==> src/rtl/txb_pkg.sv <==
package txb_pkg;

  typedef enum logic [2:0] {
    ST_IDLE,
    ST_PRE,
    ST_SFD,
    ST_DATA,
    ST_PAD,
    ST_FCS
  } txb_state_e;

  localparam logic [7:0] PRE_BYTE  = 8'h55;
  localparam logic [7:0] SFD_BYTE  = 8'hD5;
  localparam int         PRE_LEN   = 7;
  localparam int         FCS_LEN   = 4;
  localparam int         MIN_FRAME = 64;

  // Reflected CRC-32 step over one byte, LSB first.
  function automatic logic [31:0] crc32_byte(input logic [31:0] c, input logic [7:0] d);
    logic [31:0] r;
    r = c;
    for (int i = 0; i < 8; i++) begin
      if (r[0] ^ d[i]) r = (r >> 1) ^ 32'hEDB88320;
      else             r = r >> 1;
    end
    return r;
  endfunction

endpackage

==> src/rtl/txb_crc32.sv <==
module txb_crc32 (
  input  logic        clk,
  input  logic        rst_n,
  input  logic        init,
  input  logic        upd,
  input  logic [7:0]  din,
  output logic [31:0] crc
);
  import txb_pkg::*;

  logic [31:0] crc_q, crc_d;

  always_comb begin
    crc_d = crc_q;
    if (init)     crc_d = 32'hFFFF_FFFF;
    else if (upd) crc_d = crc32_byte(crc_q, din);
  end

  always_ff @(posedge clk or negedge rst_n) begin
    if (!rst_n) crc_q <= 32'hFFFF_FFFF;
    else if (init || upd) crc_q <= crc_d;
  end

  assign crc = crc_q;
endmodule

==> src/rtl/txb_lane_drv.sv <==
module txb_lane_drv #(
  parameter int TX_W = 4
) (
  input  logic            clk,
  input  logic            rst_n,
  input  logic            active,
  input  logic [7:0]      byte_i,
  output logic            last_beat,
  output logic [TX_W-1:0] tx_d
);
  localparam int BEATS = 8 / TX_W;
  localparam int BW    = (BEATS > 1) ? $clog2(BEATS) : 1;

  logic [BW-1:0] beat_q, beat_d;

  assign last_beat = (beat_q == BW'(BEATS - 1));

  always_comb begin
    beat_d = beat_q;
    if (!active)        beat_d = '0;
    else if (last_beat) beat_d = '0;
    else                beat_d = beat_q + 1'b1;
  end

  always_ff @(posedge clk or negedge rst_n) begin
    if (!rst_n) beat_q <= '0;
    else        beat_q <= beat_d;
  end

  generate
    if (BEATS == 1) begin : g_byte_lane
      assign tx_d = active ? byte_i : '0;
    end else begin : g_narrow_lane
      assign tx_d = active ? byte_i[beat_q*TX_W +: TX_W] : '0;
    end
  endgenerate
endmodule

==> src/rtl/txb_ctrl.sv <==
module txb_ctrl (
  input  logic        clk,
  input  logic        rst_n,
  input  logic        start_ok,
  input  logic        last_beat,
  input  logic [7:0]  fifo_data,
  input  logic        fifo_eof,
  input  logic        fifo_empty,
  input  logic        pad_on,
  input  logic        fcs_on,
  input  logic [31:0] crc,
  output logic        fifo_rd,
  output logic        crc_init,
  output logic        crc_upd,
  output logic [7:0]  crc_din,
  output logic        active,
  output logic [7:0]  byte_o,
  output logic        done,
  output logic        underrun
);
  import txb_pkg::*;

  localparam int CNT_W = $clog2(MIN_FRAME) + 1;
  localparam logic [CNT_W-1:0] PAD_FCS   = CNT_W'(MIN_FRAME - FCS_LEN);
  localparam logic [CNT_W-1:0] PAD_NOFCS = CNT_W'(MIN_FRAME);

  txb_state_e       state_q, state_d;
  logic [CNT_W-1:0] cnt_q, cnt_d, cnt_inc, pad_tgt;
  logic [7:0]       byte_q, byte_d, fcs_byte;
  logic             eof_q, eof_d, pad_q, pad_d, fcs_q, fcs_d;
  logic             done_q, done_d, unr_q, unr_d;
  logic             go_tail;
  logic [1:0]       fcs_sel;

  assign cnt_inc  = (cnt_q == '1) ? cnt_q : cnt_q + 1'b1;
  assign pad_tgt  = fcs_q ? PAD_FCS : PAD_NOFCS;
  assign fcs_sel  = (state_q == ST_FCS) ? cnt_q[1:0] : 2'd0;
  assign fcs_byte = ~crc[{fcs_sel, 3'b000} +: 8];

  always_comb begin
    state_d  = state_q;
    cnt_d    = cnt_q;
    byte_d   = byte_q;
    eof_d    = eof_q;
    pad_d    = pad_q;
    fcs_d    = fcs_q;
    done_d   = 1'b0;
    unr_d    = 1'b0;
    fifo_rd  = 1'b0;
    crc_init = 1'b0;
    crc_upd  = 1'b0;
    crc_din  = 8'h00;
    go_tail  = 1'b0;

    unique case (state_q)
      ST_IDLE: begin
        if (start_ok) begin
          state_d  = ST_PRE;
          cnt_d    = CNT_W'(1);
          byte_d   = PRE_BYTE;
          pad_d    = pad_on;
          fcs_d    = fcs_on;
          eof_d    = 1'b0;
          crc_init = 1'b1;
        end
      end
      ST_PRE: begin
        if (last_beat) begin
          if (cnt_q == CNT_W'(PRE_LEN)) begin
            state_d = ST_SFD;
            byte_d  = SFD_BYTE;
          end else begin
            cnt_d = cnt_inc;
          end
        end
      end
      ST_SFD, ST_DATA: begin
        if (last_beat) begin
          if (state_q == ST_DATA && eof_q) begin
            go_tail = 1'b1;
          end else if (fifo_empty) begin
            state_d = ST_IDLE;
            unr_d   = 1'b1;
          end else begin
            fifo_rd = 1'b1;
            byte_d  = fifo_data;
            eof_d   = fifo_eof;
            crc_upd = 1'b1;
            crc_din = fifo_data;
            state_d = ST_DATA;
            cnt_d   = (state_q == ST_SFD) ? CNT_W'(1) : cnt_inc;
          end
        end
      end
      ST_PAD: begin
        if (last_beat) go_tail = 1'b1;
      end
      ST_FCS: begin
        if (last_beat) begin
          if (cnt_q == CNT_W'(FCS_LEN)) begin
            state_d = ST_IDLE;
            done_d  = 1'b1;
          end else begin
            byte_d = fcs_byte;
            cnt_d  = cnt_inc;
          end
        end
      end
      default: state_d = ST_IDLE;
    endcase

    if (go_tail) begin
      if (pad_q && (cnt_q < pad_tgt)) begin
        state_d = ST_PAD;
        byte_d  = 8'h00;
        crc_upd = 1'b1;
        crc_din = 8'h00;
        cnt_d   = cnt_inc;
      end else if (fcs_q) begin
        state_d = ST_FCS;
        byte_d  = fcs_byte;
        cnt_d   = CNT_W'(1);
      end else begin
        state_d = ST_IDLE;
        done_d  = 1'b1;
      end
    end
  end

  always_ff @(posedge clk or negedge rst_n) begin
    if (!rst_n) begin
      state_q <= ST_IDLE;
      cnt_q   <= '0;
      byte_q  <= '0;
      eof_q   <= 1'b0;
      pad_q   <= 1'b0;
      fcs_q   <= 1'b0;
      done_q  <= 1'b0;
      unr_q   <= 1'b0;
    end else begin
      state_q <= state_d;
      cnt_q   <= cnt_d;
      byte_q  <= byte_d;
      eof_q   <= eof_d;
      pad_q   <= pad_d;
      fcs_q   <= fcs_d;
      done_q  <= done_d;
      unr_q   <= unr_d;
    end
  end

  assign active   = (state_q != ST_IDLE);
  assign byte_o   = byte_q;
  assign done     = done_q;
  assign underrun = unr_q;
endmodule

==> src/rtl/txb_frame_tx.sv <==
module txb_frame_tx #(
  parameter int TX_W  = 4,
  parameter int LVL_W = 8
) (
  input  logic             clk,
  input  logic             rst_n,
  input  logic [7:0]       fifo_data,
  input  logic             fifo_eof,
  input  logic             fifo_empty,
  input  logic [LVL_W-1:0] fifo_level,
  output logic             fifo_rd,
  input  logic [LVL_W-1:0] fill_thresh,
  input  logic             chan_ok,
  input  logic             pad_on,
  input  logic             fcs_on,
  output logic             tx_en,
  output logic [TX_W-1:0]  tx_d,
  output logic             tx_done,
  output logic             tx_underrun
);
  logic [1:0]  rsync_q;
  logic        rst_i_n;
  logic        start_ok, last_beat, active;
  logic        crc_init, crc_upd;
  logic [7:0]  crc_din, byte_w;
  logic [31:0] crc;

  always_ff @(posedge clk or negedge rst_n) begin
    if (!rst_n) rsync_q <= 2'b00;
    else        rsync_q <= {rsync_q[0], 1'b1};
  end
  assign rst_i_n = rsync_q[1];

  assign start_ok = chan_ok && (fifo_level != '0) && (fifo_level >= fill_thresh);

  txb_ctrl u_ctrl (
    .clk        (clk),
    .rst_n      (rst_i_n),
    .start_ok   (start_ok),
    .last_beat  (last_beat),
    .fifo_data  (fifo_data),
    .fifo_eof   (fifo_eof),
    .fifo_empty (fifo_empty),
    .pad_on     (pad_on),
    .fcs_on     (fcs_on),
    .crc        (crc),
    .fifo_rd    (fifo_rd),
    .crc_init   (crc_init),
    .crc_upd    (crc_upd),
    .crc_din    (crc_din),
    .active     (active),
    .byte_o     (byte_w),
    .done       (tx_done),
    .underrun   (tx_underrun)
  );

  txb_crc32 u_crc (
    .clk   (clk),
    .rst_n (rst_i_n),
    .init  (crc_init),
    .upd   (crc_upd),
    .din   (crc_din),
    .crc   (crc)
  );

  txb_lane_drv #(.TX_W(TX_W)) u_lane (
    .clk       (clk),
    .rst_n     (rst_i_n),
    .active    (active),
    .byte_i    (byte_w),
    .last_beat (last_beat),
    .tx_d      (tx_d)
  );

  assign tx_en = active;
endmodule

==> config.mk <==
export PLATFORM = sky130hd
export DESIGN_NAME = txb_frame_tx
export DESIGN_NICKNAME = d
export VERILOG_FILES = /design/src/rtl/txb_pkg.sv /design/src/rtl/txb_crc32.sv /design/src/rtl/txb_lane_drv.sv /design/src/rtl/txb_ctrl.sv /design/src/rtl/txb_frame_tx.sv
export SDC_FILE = /design/constraint.sdc
export NUM_CORES = 1
export LEC_CHECK = 0
export ABC_CLOCK_PERIOD_IN_PS = 2800
export BUFFER_PORTS_ARGS = -buffer_cell sky130_fd_sc_hd__buf_2
export CAP_MARGIN = 20
export CORE_AREA = 2 2 107 83
export DETAILED_ROUTE_END_ITERATION = 10
export DIE_AREA = 0 0 109 85
export PLACE_DENSITY = 0.79
export SLEW_MARGIN = 5
export SYNTH_ARGS = -nofsm -noshare
export SYNTH_HDL_FRONTEND = slang
export SYNTH_HIERARCHICAL = 1
export SYNTH_SLANG_ARGS = --single-unit
==> constraint.sdc <==
create_clock -name clk -period 2.8 [get_ports clk]
set_clock_uncertainty 0.2 [all_clocks]
set_input_delay 0.56 -clock clk [delete_from_list [all_inputs] [get_ports clk]]
set_output_delay 0.56 -clock clk [all_outputs]
set_load 0.03 [all_outputs]
# Word-level counts from Yosys, hierarchy flattened
# Index checks and enable logic that the tools add are counted.
dict set report totals {
  in_bits 31
  out_inout_bits 8
  reg_bits 58
  elab_cells 169
}
dict set report op_classes {
  n_shift 2
  bitwise 17
  n_reduce_logical 15
  eq_ne 20
  addsub 2
  order_cmp 2
  n_mux 100
}
# operator count
set op_table {}
lappend op_table {{$mux W32} 24}
lappend op_table {{$mux W8} 17}
lappend op_table {{$not A13 Y14} 8}
lappend op_table {{$mux W7} 14}
lappend op_table {{$pmux W8 S4} 1}
lappend op_table {{$shiftx A32 B6 Y8} 1}
lappend op_table {{$mux W3} 10}
lappend op_table {{$pmux W7 S4} 1}
lappend op_table {{$mux W1} 27}
lappend op_table {{$ne A3 B2 Y1 const B} 6}
lappend op_table {{$pmux W3 S5} 1}
lappend op_table {{$eq A7 B3 Y1 const B} 2}
lappend op_table {{$ge A8 B8 Y1} 1}
lappend op_table {{$ne A2 B2 Y1 const B} 4}
lappend op_table {{$not A8 Y8} 1}
lappend op_table {{$reduce_and A8 Y1} 1}
lappend op_table {{$reduce_bool A8 Y1} 1}
lappend op_table {{$shiftx A8 B4 Y4} 1}
lappend op_table {{$xor A1 B1 Y1} 8}
lappend op_table {{$add A7 B1 Y7 const B} 1}
lappend op_table {{$eq A7 B7 Y1 const B} 1}
lappend op_table {{$lt A7 B7 Y1} 1}
lappend op_table {{$eq A3 B2 Y1 const B} 2}
lappend op_table {{$eq A3 B3 Y1 const B} 2}
lappend op_table {{other kinds (15)} 22}

# Depth between registers and ports, before layout
# Gate-level depths: netlist of the first run.
dict set report depth {
  ltp_word 39
  mapped_depth 12
  ltp_nobuf 12
}

# Modules after synthesis
# The synthesis of the first run kept the hierarchy.
# module cells_each seq_area_each_um2 area_per_inst_um2 n_inst
set modules_own_cells {}
lappend modules_own_cells {txb_crc32 172 840.8 2299.7 1}
lappend modules_own_cells {txb_ctrl 283 575.6 2155.8 1}
lappend modules_own_cells {txb_frame_tx 33 50.0 271.5 1}
lappend modules_own_cells {txb_lane_drv 11 25.0 110.1 1}

# Least setup slack after synthesis of the first run
# OpenSTA, ideal clock, no wires.
dict set report synth_timing {
  path_kind {register to register}
  start {reg u_ctrl.state_q[2]}
  end {reg u_crc.crc_q[18] (netlist: u_crc/crc[18])}
  synth_period_minus_slack_ns 3.264
  setup_ns 0.077
  t_arrival_ns 2.986
  setup_slack_ns -0.464
  path_stages_with_launch 11
  path_buffers 3
  t_required_ns 2.523
  path_cell_list {dfrtp_1 buf_2 nand2b_1 clkbuf_1 nor3_1 clkbuf_1 and2_1 xnor2_4 xor3_2 xnor3_1 a21bo_1}
}
dict set report synth_via {
  elab_cells_between_ends 57
  cone_classes {eq/ne: 3; mux: 38; bitwise: 10; reduce/logical: 6}
}
# element line_no
set synth_lines {}
lappend synth_lines {{start: declaration} txb_ctrl.sv:27} ;# txb_state_e state_q, state_d;
lappend synth_lines {{start signal: assignment} txb_ctrl.sv:141} ;# state_q <= state_d;
lappend synth_lines {{$eq A3 B2 Y1} n/a}
lappend synth_lines {{$logic_and A1 B1 Y1} txb_ctrl.sv:79} ;# if (state_q == ST_DATA && eof_q) begin
lappend synth_lines {{$mux W1 (2 in a row)} n/a}
lappend synth_lines {{$mux W1 *} n/a}
lappend synth_lines {{via fifo_rd} txb_frame_tx.sv:11} ;# output logic fifo_rd,
lappend synth_lines {{$mux W1} txb_ctrl.sv:113} ;# if (pad_q && (cnt_q < pad_tgt)) begin
lappend synth_lines {{$mux W1 *} txb_ctrl.sv:112} ;# if (go_tail) begin
lappend synth_lines {{$reduce_bool A2 Y1 (no source line) or $logic_or A1 B1 Y1 (tied branches)} n/a}
lappend synth_lines {{$reduce_and A2 Y1 (no source line) *} n/a}
lappend synth_lines {{end signal: assignment} txb_crc32.sv:21} ;# else if (init || upd) crc_q <= crc_d;
lappend synth_lines {{end: declaration} txb_crc32.sv:11} ;# logic [31:0] crc_q, crc_d;
# The timed path passes the listed nets; every way through them passes the cells marked *. The select of a mux whose other input is x is not followed.
# A chain may end at the register's enable or synchronous reset.

# Worst setup path in the final report of the first run
dict set report layout_timing {
  start {reg u_ctrl.eof_q}
  end {reg u_crc.crc_q[17] (netlist: u_crc/crc[17])}
}
dict set report layout_via {
  elab_cells_between_ends 50
  cone_classes {mux: 37; bitwise: 9; reduce/logical: 4}
}
# element line_no
set layout_lines {}
lappend layout_lines {{start: declaration} txb_ctrl.sv:30} ;# logic eof_q, eof_d, pad_q, pad_d, fcs_q, fcs_d;
lappend layout_lines {{start signal: assignment} txb_ctrl.sv:144} ;# eof_q <= eof_d;
lappend layout_lines {{$logic_and A1 B1 Y1 *} txb_ctrl.sv:79}
lappend layout_lines {{$mux W8} txb_ctrl.sv:79}
lappend layout_lines {{$mux W8} txb_ctrl.sv:78} ;# if (last_beat) begin
lappend layout_lines {{$mux W8} txb_ctrl.sv:55} ;# unique case (state_q)
lappend layout_lines {{$mux W8} txb_ctrl.sv:113}
lappend layout_lines {{$mux W8 *} txb_ctrl.sv:112}
lappend layout_lines {{via crc_din[4]} txb_frame_tx.sv:25} ;# logic [7:0] crc_din, byte_w;
lappend layout_lines {{$xor A1 B1 Y1 *} txb_pkg.sv:23} ;# if (r[0] ^ d[i]) r = (r >> 1) ^ 32'hEDB88320;
lappend layout_lines {{[5 not listed]} n/a}
lappend layout_lines {{$mux W32 *} txb_crc32.sv:16} ;# else if (upd) crc_d = crc32_byte(crc_q, din);
lappend layout_lines {{$mux W32 *} txb_crc32.sv:15} ;# if (init) crc_d = 32'hFFFF_FFFF;
lappend layout_lines {{$mux W32 *} txb_pkg.sv:23}
lappend layout_lines {{$mux W32 *} txb_crc32.sv:16}
lappend layout_lines {{$mux W32 *} txb_crc32.sv:15}
lappend layout_lines {{$mux W32 *} txb_pkg.sv:23}
lappend layout_lines {{$mux W32 *} txb_crc32.sv:16}
lappend layout_lines {{$mux W32 *} txb_crc32.sv:15}
# Marked as above.

==> key figures, run 1 <==
Outcome
  • Outcome: complete, no violations

Layout
  • Most frequent cells in the layout: a21oi_1, buf_4, buf_2
  • Fin nets: 610
  • FILL cells: 631
  • Layout cell share with drive strength beyond 1: 0.289
  • Commonest non-fill, non-tap cell in the layout: a21oi_1
  • Area growth from synthesis to layout: 15.8%
  • Antenna fix cells: 0
  • Final instance area: 0.00560 sq mm

Timing
  • Tcrit/Tclk final: 0.974
  • Worst-Margin Slew: 0.819 ns
  • Final Hold Fails: 0
  • Pins Over Slew Limit: 0
  • RSZ-0062 raised after global routing: yes
  • Fin crit period: 2.73 ns
  • Fmax: 0.367 GHz
  • Final setup fails: 0
  • Slew margin rel.: 0.454

Global route
  • Top Usage Layer GRT: met1
  • Initial antenna violation count: 0
  • GR Util met3: 0.0699
  • Met1 Use GR: 0.437
  • Total GRT Usage: 0.291
  • First-pass GRT wire length: 20.8 mm
  • Remaining global-route overflow: 0
  • Met2 global-route usage: 0.426
  • Largest net degree at the start of global routing: 36
  • Vias in the first global route: 4072

Yosys
  • Syn avg cell area: 9.69 sq um
  • Seq cells post-synth: 58
  • Yosys cell types: 75
  • Syn. warnings: 6
  • Main synth FF type: dfstp_2
  • Seq/Total Area, Yosys: 0.308
  • Synth Instances: 499
  • Ys async rst share: 1.00
  • Syn Nets: 544
  • Post-synth EDFFs: 0
  • Syn Std Cell Area: 0.00484 sq mm

Clock network
  • CTS Root Cell: clkbuf_8
  • CTS H-Tree Depth: 3
  • CTS tree: done
  • Worst-skew pair later-pin latency: 0.34 ns
  • TritonCTS buffer count: 9
  • CTS sink count: 58
  • Max Root-Sink Buffers: 2
  • Postcts setup bufs: 0
  • CTS clk-pin slew, worst paths: 0.07 ns

Worst setup path
  • Worst path buffer plus inverter count: 1
  • Max FO, Critical Path: 6
  • CP top delay family: XOR/XNOR gates
  • CP Class: register to register
  • Critical Path Start Type: register
  • Slowest CP cell: xnor2_2
  • Critical Path, Cell by Cell: a21bo_2, nor3_2, buf_4, and2_1, xnor2_4, xnor2_2, xnor3_1, a21bo_1
  • Critical Path RT: 2.88 ns
  • Max incr delay on CP: 0.45 ns
  • Crit. End Element: register
  • Arrival time worst endpoint: 2.80 ns

Drt
  • Routed wire length: 12.7 mm
  • # DRC: 0
  • DRT Pass-1 Iters: 5
  • First DRT Iteration DRCs: 340
  • DR vias: 4119
  • Routed vias/inst: 6.08
  • Final ANT Viol Nets: 0
  • WL/cell: 18.7 um

Pwr
  • Final Power: 0.00372 W
  • Standby leakage power: 2.49 nW
  • Power Density: 665 mW/mm^2
  • Max VDD drop: 0.389 mV

Place
  • Placed cell areas: 0.00539 sq mm
  • Routability cong.: 0.945
  • Post-detail-place hpwl: 9.33 mm
  • I/O Buffers: 38

Floorplan
  • Die H: 85 um
  • Core area: 0.00824 sq mm
  • Row Count: 29
  • Io pins: 39
  • Die width: 109 um
  • Initial core utilization: 0.587
  • Die area: 0.00927 sq mm

Min path
  • Hold crit path type: register to register

Run
  • MaxCap Viol Count: 0
## path summary, 6_finish.rpt
path | startpoint | endpoint | slack (ns) | cells after the start
worst max-delay path | u_ctrl/eof_q | u_crc/crc[17] | 0.07 | 8
worst min-delay path | rsync_q[0] | rsync_q[1] | 0.16 | 0
worst max register to register | u_ctrl/eof_q | u_crc/crc[17] | 0.07 | 8
worst min register to register | rsync_q[0] | rsync_q[1] | 0.16 | 0
max in group asynchronous | rsync_q[1] | u_crc/crc[7] | 1.39 | 1
min in group asynchronous | rsync_q[1] | u_ctrl/cnt_q[1] | 0.17 | 0
## synthesized netlist by cell type (5+ instances only)
library cell	n	area (sq um)
nand3_1	11	55.1
a2111oi_1	5	50.1
a21oi_1	49	245
nor2_1	24	90.1
dfrtp_1	26	651
xnor2_2	6	97.6
o21ai_0	25	125
and2_1	11	68.8
dfstp_2	32	841
xnor2_1	25	219
nand2b_1	5	31.3
xor2_1	8	70.1
o21ai_1	10	50.1
inv_1	18	67.6
nor2b_1	18	113
ha_1	14	175
nand2_1	34	128
nor3_1	12	60.1
mux2i_1	9	90.1
a211o_1	20	175
o22ai_1	6	37.5
clkbuf_1	22	82.6
xnor3_1	15	338
xnor2_4	5	138
o211ai_1	5	37.5
## where the power goes
group,total (W),switching (W),internal (W)
Clock,0.000707,0.000341,0.000366
Combinational,0.00185,0.000986,0.000861
Sequential,0.00117,0.000165,0.00100
## layer usage
metal	wire, um	up-vias
li1	-	1946
met1	5990	1950
met2	5450	197
met3	1060	26
met4	187	0
met5	0	-
## per-stage QoR
step | utilization | instances | hold WS, ns | TNS (ns) | worst slack (ns)
2_1_floorplan | - | 499 | 0.0644 | 0 | 0.0318
3_3_place_gp | 0.655 | 661 | 0.144 | -0.0212 | -0.00790
3_5_place_dp | 0.655 | 661 | 0.136 | -0.408 | -0.113
4_1_cts | 0.677 | 678 | 0.163 | 0 | 0.0422
5_1_grt | 0.680 | 678 | 0.167 | -0.0354 | -0.0246
6_report | 0.680 | 678 | 0.156 | 0 | 0.0730
## layout make-up
type	instances	area (sq um)	area share
tap	108	135	0.0241
clock buffer	13	159	0.0284
inverter	19	71.3	0.0127
sequential	58	1490	0.267
clock inverter	3	15.0	0.00268
multi-input combinational	391	3150	0.562
timing repair buffer	86	578	0.103
## logic make-up (layout without fill, tap and decap cells)
kind of cell               Yosys count  after routing  synth area share
AOI/OAI and AO/OA                  159            159             0.222
and+or+nand+nor                    139            139             0.151
xor gates and xnor gates            65             65             0.205
DFF                                 58             58             0.308
buffers and inverters               50            121            0.0494
adders and majority gates           14             14            0.0362
muxes                               13             13            0.0279
other                                1              1          0.000775
## registers in the layout, indices dropped and copies added (netlist names)
signal / cells
u_ctrl/byte_o: 8
u_lane/last_beat: 1
u_ctrl/cnt_q: 7
u_ctrl/fcs_q: 1
u_ctrl/underrun: 1
u_ctrl/state_q: 3
u_ctrl/done: 1
u_ctrl/eof_q: 1
u_ctrl/pad_q: 1
u_crc/crc: 32
rsync_q: 2
## what timing repair did
action / 4_1_cts / 5_1_grt
resized for setup: 0 / 2
hold buffers: 1 / 0
endpoints found under the hold margin: 2 / 0
endpoints found under the setup margin: 0 / 6
Power figures use the tool's default switching activity.
==> run 2, diff against run 1 <==
CELL_PAD_IN_SITES_DETAIL_PLACEMENT = 0   (was not set)
CELL_PAD_IN_SITES_GLOBAL_PLACEMENT = 1   (was not set)
CORE_AREA = 2 2 115 89   (was 2 2 107 83)
DIE_AREA = 0 0 117 91   (was 0 0 109 85)
PLACE_DENSITY = not set   (was 0.79)
PLACE_DENSITY_LB_ADDON = 0.1   (was not set)
==> run 2 against run 1 <==
  * Sequential share of layout area decreased by 1.2 points
  * Clock power is 49% higher
  * Register-to-register slack improved by 0.03 ns
  * Core utilization down 6.4 points
  * Non-clock buffer count up 13
  * Die area grew 15%
  * Count of clock-buffer cells in the layout is 2 higher
  * Wire length up 7.1%
  * Combinational power grew 4%
  * Sequential cell count did not move
  * Via count is 0.56% higher
==> key figures, run 2 (synthesis gave the netlist of run 1 again) <==
Clock network
  • TritonCTS buffer count: 9
  • CTS sink count: 58
  • Postcts setup bufs: 0
  • Worst-skew pair later-pin latency: 0.33 ns
  • Max Root-Sink Buffers: 2
  • CTS clk-pin slew, worst paths: 0.05 ns
  • CTS tree: done
  • CTS H-Tree Depth: 3
  • CTS Root Cell: clkbuf_16

Global route
  • Largest net degree at the start of global routing: 26
  • Remaining global-route overflow: 0
  • Vias in the first global route: 3934
  • Total GRT Usage: 0.265
  • First-pass GRT wire length: 21.5 mm
  • Initial antenna violation count: 0

Timing
  • Fmax: 0.371 GHz
  • Setup slack after layout: 0.107 ns
  • Fin crit period: 2.69 ns
  • Setup_tns: 0 ns
  • RSZ-0062 raised after global routing: no
  • Final Hold Fails: 0
  • Final setup fails: 0
  • Pins Over Slew Limit: 0
  • Tcrit/Tclk final: 0.962
  • Slew margin rel.: 0.648
  • Worst-Margin Slew: 0.526 ns

Layout
  • Post-Route Utilization: 0.616
  • Most frequent cells in the layout: buf_4, a21oi_1, buf_2
  • Antenna fix cells: 0
  • Fin nets: 623
  • Area growth from synthesis to layout: 21.0%
  • Commonest non-fill, non-tap cell in the layout: buf_4
  • Final instance area: 0.00585 sq mm
  • Layout cell share with drive strength beyond 1: 0.305
  • Max FFs per register: 32

Outcome
  • Outcome: complete, no violations

Worst setup path
  • Critical Path, Cell by Cell: a21bo_2, nor3_2, buf_4, and2_1, xor2_4, xnor2_4, xnor3_1, a211o_1
  • CP Class: register to register
  • Arrival time worst endpoint: 2.75 ns
  • Crit. End Element: register
  • Slowest CP cell: dfrtp_1
  • Max FO, Critical Path: 12
  • Max incr delay on CP: 0.38 ns
  • Critical Path RT: 2.86 ns
  • CP top delay family: XOR/XNOR gates
  • Critical Path Start Type: register
  • Worst path buffer plus inverter count: 1

Drt
  • WL/cell: 19.0 um
  • # DRC: 0
  • Final ANT Viol Nets: 0
  • Routed wire length: 13.6 mm
  • DR vias: 4142
  • First DRT Iteration DRCs: 339
  • Routed vias/inst: 5.79
  • DRT Pass-1 Iters: 5

Floorplan
  • Die H: 91 um
  • Die width: 117 um
  • Core area: 0.00950 sq mm
  • Row Count: 31
  • Io pins: 39
  • Initial core utilization: 0.509
  • Die area: 0.0106 sq mm

Pwr
  • Power Density: 706 mW/mm^2
  • Max VDD drop: 0.486 mV
  • Final Power: 0.00414 W
  • Standby leakage power: 2.60 nW

Place
  • I/O Buffers: 38
  • Setup WS pre-CTS: -0.0639 ns
  • Post-detail-place hpwl: 10.3 mm
  • Routability cong.: 0.872
  • Placed cell areas: 0.00553 sq mm

Min path
  • Hold crit path type: register to register

Run
  • MaxCap Viol Count: 0
==> run 2: cell count changes in the layout (fill, tap and decap cells not counted), sizes merged <==
cell | previous run | this run
clkinvlp | 0 | 1
clkinv | 4 | 1
clkbuf | 13 | 15
buf | 85 | 98
==> run 2: worst reg2reg max path, stage by stage (launching register included) <==
cell	delay (ns)
dfrtp_1	0.38
a21bo_2	0.23
nor3_2	0.15
buf_4	0.20
and2_1	0.30
xor2_4	0.30
xnor2_4	0.20
xnor3_1	0.36
a211o_1	0.29
==> run 2: per-stage QoR <==
| step | instances | hold slack, ns |
|---|---|---|
| 2_1_floorplan | 499 | 0.0644 |
| 3_5_place_dp | 698 | 0.146 |
| 5_1_grt | 715 | 0.173 |
| 6_report | 715 | 0.152 |
| 4_1_cts | 715 | 0.158 |
| 3_3_place_gp | 698 | 0.144 |
==> run 2: worst paths after layout <==
| path | startpoint | end | slack [ns] | cells after the start |
|---|---|---|---|---|
| setup / recovery | u_ctrl/eof_q | u_crc/crc[4] | 0.11 | 8 |
| min in group asynchronous | rsync_q[1] | u_crc/crc[13] | 0.31 | 0 |
| hold reg to reg | rsync_q[0] | rsync_q[1] | 0.15 | 0 |
| hold / removal | rsync_q[0] | rsync_q[1] | 0.15 | 0 |
| setup reg to reg | u_ctrl/eof_q | u_crc/crc[4] | 0.11 | 8 |
| max in group asynchronous | rsync_q[1] | u_crc/crc[8] | 1.67 | 1 |
==> run 2: cell type report <==
| type | instances | area (sq um) |
|---|---|---|
| fillers | 821 | 3650 |
| multi-input cells | 391 | 3150 |
| flip-flops and latches | 58 | 1490 |
| repair buffers | 99 | 688 |
| clock buffers | 15 | 278 |
| well taps | 132 | 165 |
| inverters | 19 | 71.3 |
| clock inverters | 1 | 7.51 |
==> run 2: report_power, final <==
group	total [W]	leakage [nW]	internal [W]	switching (W)
logic	0.00193	1.79	0.000899	0.00103
clock network	0.00105	0.136	0.000672	0.000380
registers	0.00115	0.673	0.00101	0.000147
==> run 2: repair_timing <==
item | CTS | global route
resized for setup | 0 | 3
setup endpoints to repair | 0 | 4
endpoints found under the hold margin | 2 | 0
hold buffers | 1 | 0
==> run 2: routing by layer <==
layer / routed length [um] / part of all wire / vias up / global-route usage
met1: 6950 / 0.51 / 1988 / 0.441
met2: 5500 / 0.40 / 174 / 0.344
li1: - / - / 1972 / -
met3: 1010 / 0.074 / 8 / 0.0501
met5: 0 / 0 / - / 0
met4: 139 / 0.010 / 0 / 0.0676
==> run 3, diff against run 2 <==
CELL_PAD_IN_SITES_DETAIL_PLACEMENT = 1   (was 0)
CELL_PAD_IN_SITES_GLOBAL_PLACEMENT = 2   (was 1)
CORE_AREA = 2 2 127 98   (was 2 2 115 89)
DIE_AREA = 0 0 129 100   (was 0 0 117 91)
==> run 3 against run 2 <==
  * Critical path depth up 2
  * First-iteration DRC count fell by 58%
  * Sequential power hardly changed
  * Count of clock-buffer cells in the layout decreased by 4
  * Final cell count up 5.6%
  * Largest cell class unchanged
  * Largest power group unchanged
  * Clock power up 9%
  * Combinational power up 3%
  * Sequential cell count is the same
  * Critical endpoint is now u_crc/crc[19]
  * Total power rose by 3.7%
  * Hold slack worse by 0.020 ns
  * Cell area increased by 1.7%
==> key figures, run 3 (synthesis gave the netlist of run 1 again) <==
Timing
  • Worst hold slack: 0.133 ns
  • RSZ-0062 raised after global routing: yes
  • Pins Over Slew Limit: 0
  • Worst-Margin Slew: 0.732 ns
  • Setup_tns: 0 ns
  • Final Hold Fails: 0
  • Fin crit period: 2.70 ns
  • Final setup fails: 0
  • Fmax: 0.371 GHz
  • Slew margin rel.: 0.512
  • Tcrit/Tclk final: 0.963

Global route
  • Initial antenna violation count: 0
  • Total GRT Usage: 0.250
  • Vias in the first global route: 4240
  • First-pass GRT wire length: 24.5 mm
  • Remaining global-route overflow: 0
  • Largest net degree at the start of global routing: 30

Floorplan
  • Initial core utilization: 0.408
  • Core area: 0.0119 sq mm
  • Die area: 0.0129 sq mm
  • Die width: 129 um
  • Row Count: 35
  • Io pins: 39
  • Die H: 100 um

Worst setup path
  • R2R Path Start: u_ctrl/eof_q
  • Max incr delay on CP: 0.38 ns
  • Worst path buffer plus inverter count: 3
  • CP top delay family: XOR/XNOR gates
  • Critical Path RT: 2.85 ns
  • Slowest CP cell: dfrtp_1
  • Critical Path, Cell by Cell: a21bo_2, nor3_2, buf_4, and2_1, xnor2_2, buf_4, xnor2_2, buf_4, xnor3_1, o21ai_1
  • Reg2reg path depth: 10
  • Cell mode on critical path: buf_4
  • Origin of the worst setup path: u_ctrl/eof_q
  • Crit. End Element: register
  • Arrival time worst endpoint: 2.75 ns
  • Max FO, Critical Path: 7
  • CP Class: register to register
  • Critical path depth: 10
  • Critical Path Start Type: register

Clock network
  • CTS Root Cell: clkbuf_16
  • TritonCTS buffer count: 9
  • CTS tree: done
  • CTS H-Tree Depth: 3
  • CTS sink count: 58
  • Max Root-Sink Buffers: 2
  • CTS clk-pin slew, worst paths: 0.05 ns
  • Worst-skew pair later-pin latency: 0.33 ns

Drt
  • DR vias: 4155
  • First DRT Iteration DRCs: 144
  • Final ANT Viol Nets: 0
  • DRT Pass-1 Iters: 4
  • WL/cell: 20.1 um
  • Routed wire length: 15.2 mm
  • # DRC: 0
  • Routed vias/inst: 5.50

Pwr
  • Standby leakage power: 2.64 nW
  • Max VDD drop: 0.340 mV
  • Power Density: 720 mW/mm^2

Outcome
  • Outcome: complete, no violations

Layout
  • Max FFs per register: 32
  • Post-Route Utilization: 0.502
  • Antenna fix cells: 0
  • Area growth from synthesis to layout: 23.0%
  • Layout cell share with drive strength beyond 1: 0.324
  • Commonest non-fill, non-tap cell in the layout: buf_4
  • Fin nets: 629
  • Most frequent cells in the layout: buf_4, a21oi_1, buf_2

Run
  • MaxCap Viol Count: 0

Place
  • Routability cong.: 0.835
  • I/O Buffers: 38
  • Post-detail-place hpwl: 11.8 mm

Min path
  • Hold crit path type: register to async pin
==> run 3: worst register-to-register path: cells and delay by family (launching register included) <==
kind / cells / cell delay, ns
simple gates: 2 / 0.36
buf+inv: 3 / 0.56
xor+xnor: 3 / 0.73
flops: 1 / 0.38
compound gates: 2 / 0.38
==> run 3: stage by stage <==
step | cell area, sq um | std cells | setup slack (ns) | total power (W)
floorplan | 4870 | 499 | 0.0318 | 0.00249
global placement | 5610 | 738 | -0.0672 | 0.00308
detailed placement | 5610 | 738 | -0.178 | 0.00313
CTS | 5920 | 755 | 0.0615 | 0.00430
global route | 5950 | 755 | -0.0105 | 0.00454
finish | 5950 | 755 | 0.104 | 0.00429
==> run 3: path summary, 6_finish.rpt <==
path | end | slack [ns]
worst max-delay path | u_crc/crc[19] | 0.10
worst min-delay path | u_ctrl/cnt_q[0] | 0.13
worst max register to register | u_crc/crc[19] | 0.10
worst min register to register | u_ctrl/cnt_q[0] | 0.13
max in group asynchronous | u_crc/crc[23] | 1.49
min in group clk | rsync_q[1] | 0.15
==> run 3: layout make-up <==
class	count	area, sq um
Timing Repair Buffer	105	724
Clock buffer	11	253
Sequential cell	58	1490
Tap cell	166	208
Inverter	19	75.1
Clock inverter	5	51.3
Multi-Input combinational cell	391	3150
Fill cell	1345	5920
==> run 3: timing repair <==
item / CTS / global route
endpoints found under the hold margin: 2 / 0
endpoints found under the setup margin: 0 / 17
hold buffers: 1 / 0
buffers inserted: 0 / 0
resized for setup: 0 / 8
==> run 3: where the power goes <==
| group | internal, W | switching, W | leakage, nW |
|---|---|---|---|
| Sequential | 0.00100 | 0.000166 | 0.673 |
| Clock | 0.000732 | 0.000405 | 0.156 |
| Combinational | 0.000924 | 0.00105 | 1.81 |
==> run 3: metal layers <==
layer,track usage,vias to the layer above,part of all wire
li1,-,1975,-
met1,0.392,2085,0.53
met2,0.367,87,0.43
met3,0.0352,8,0.039
met4,0.0485,0,0.0080
met5,0,-,0
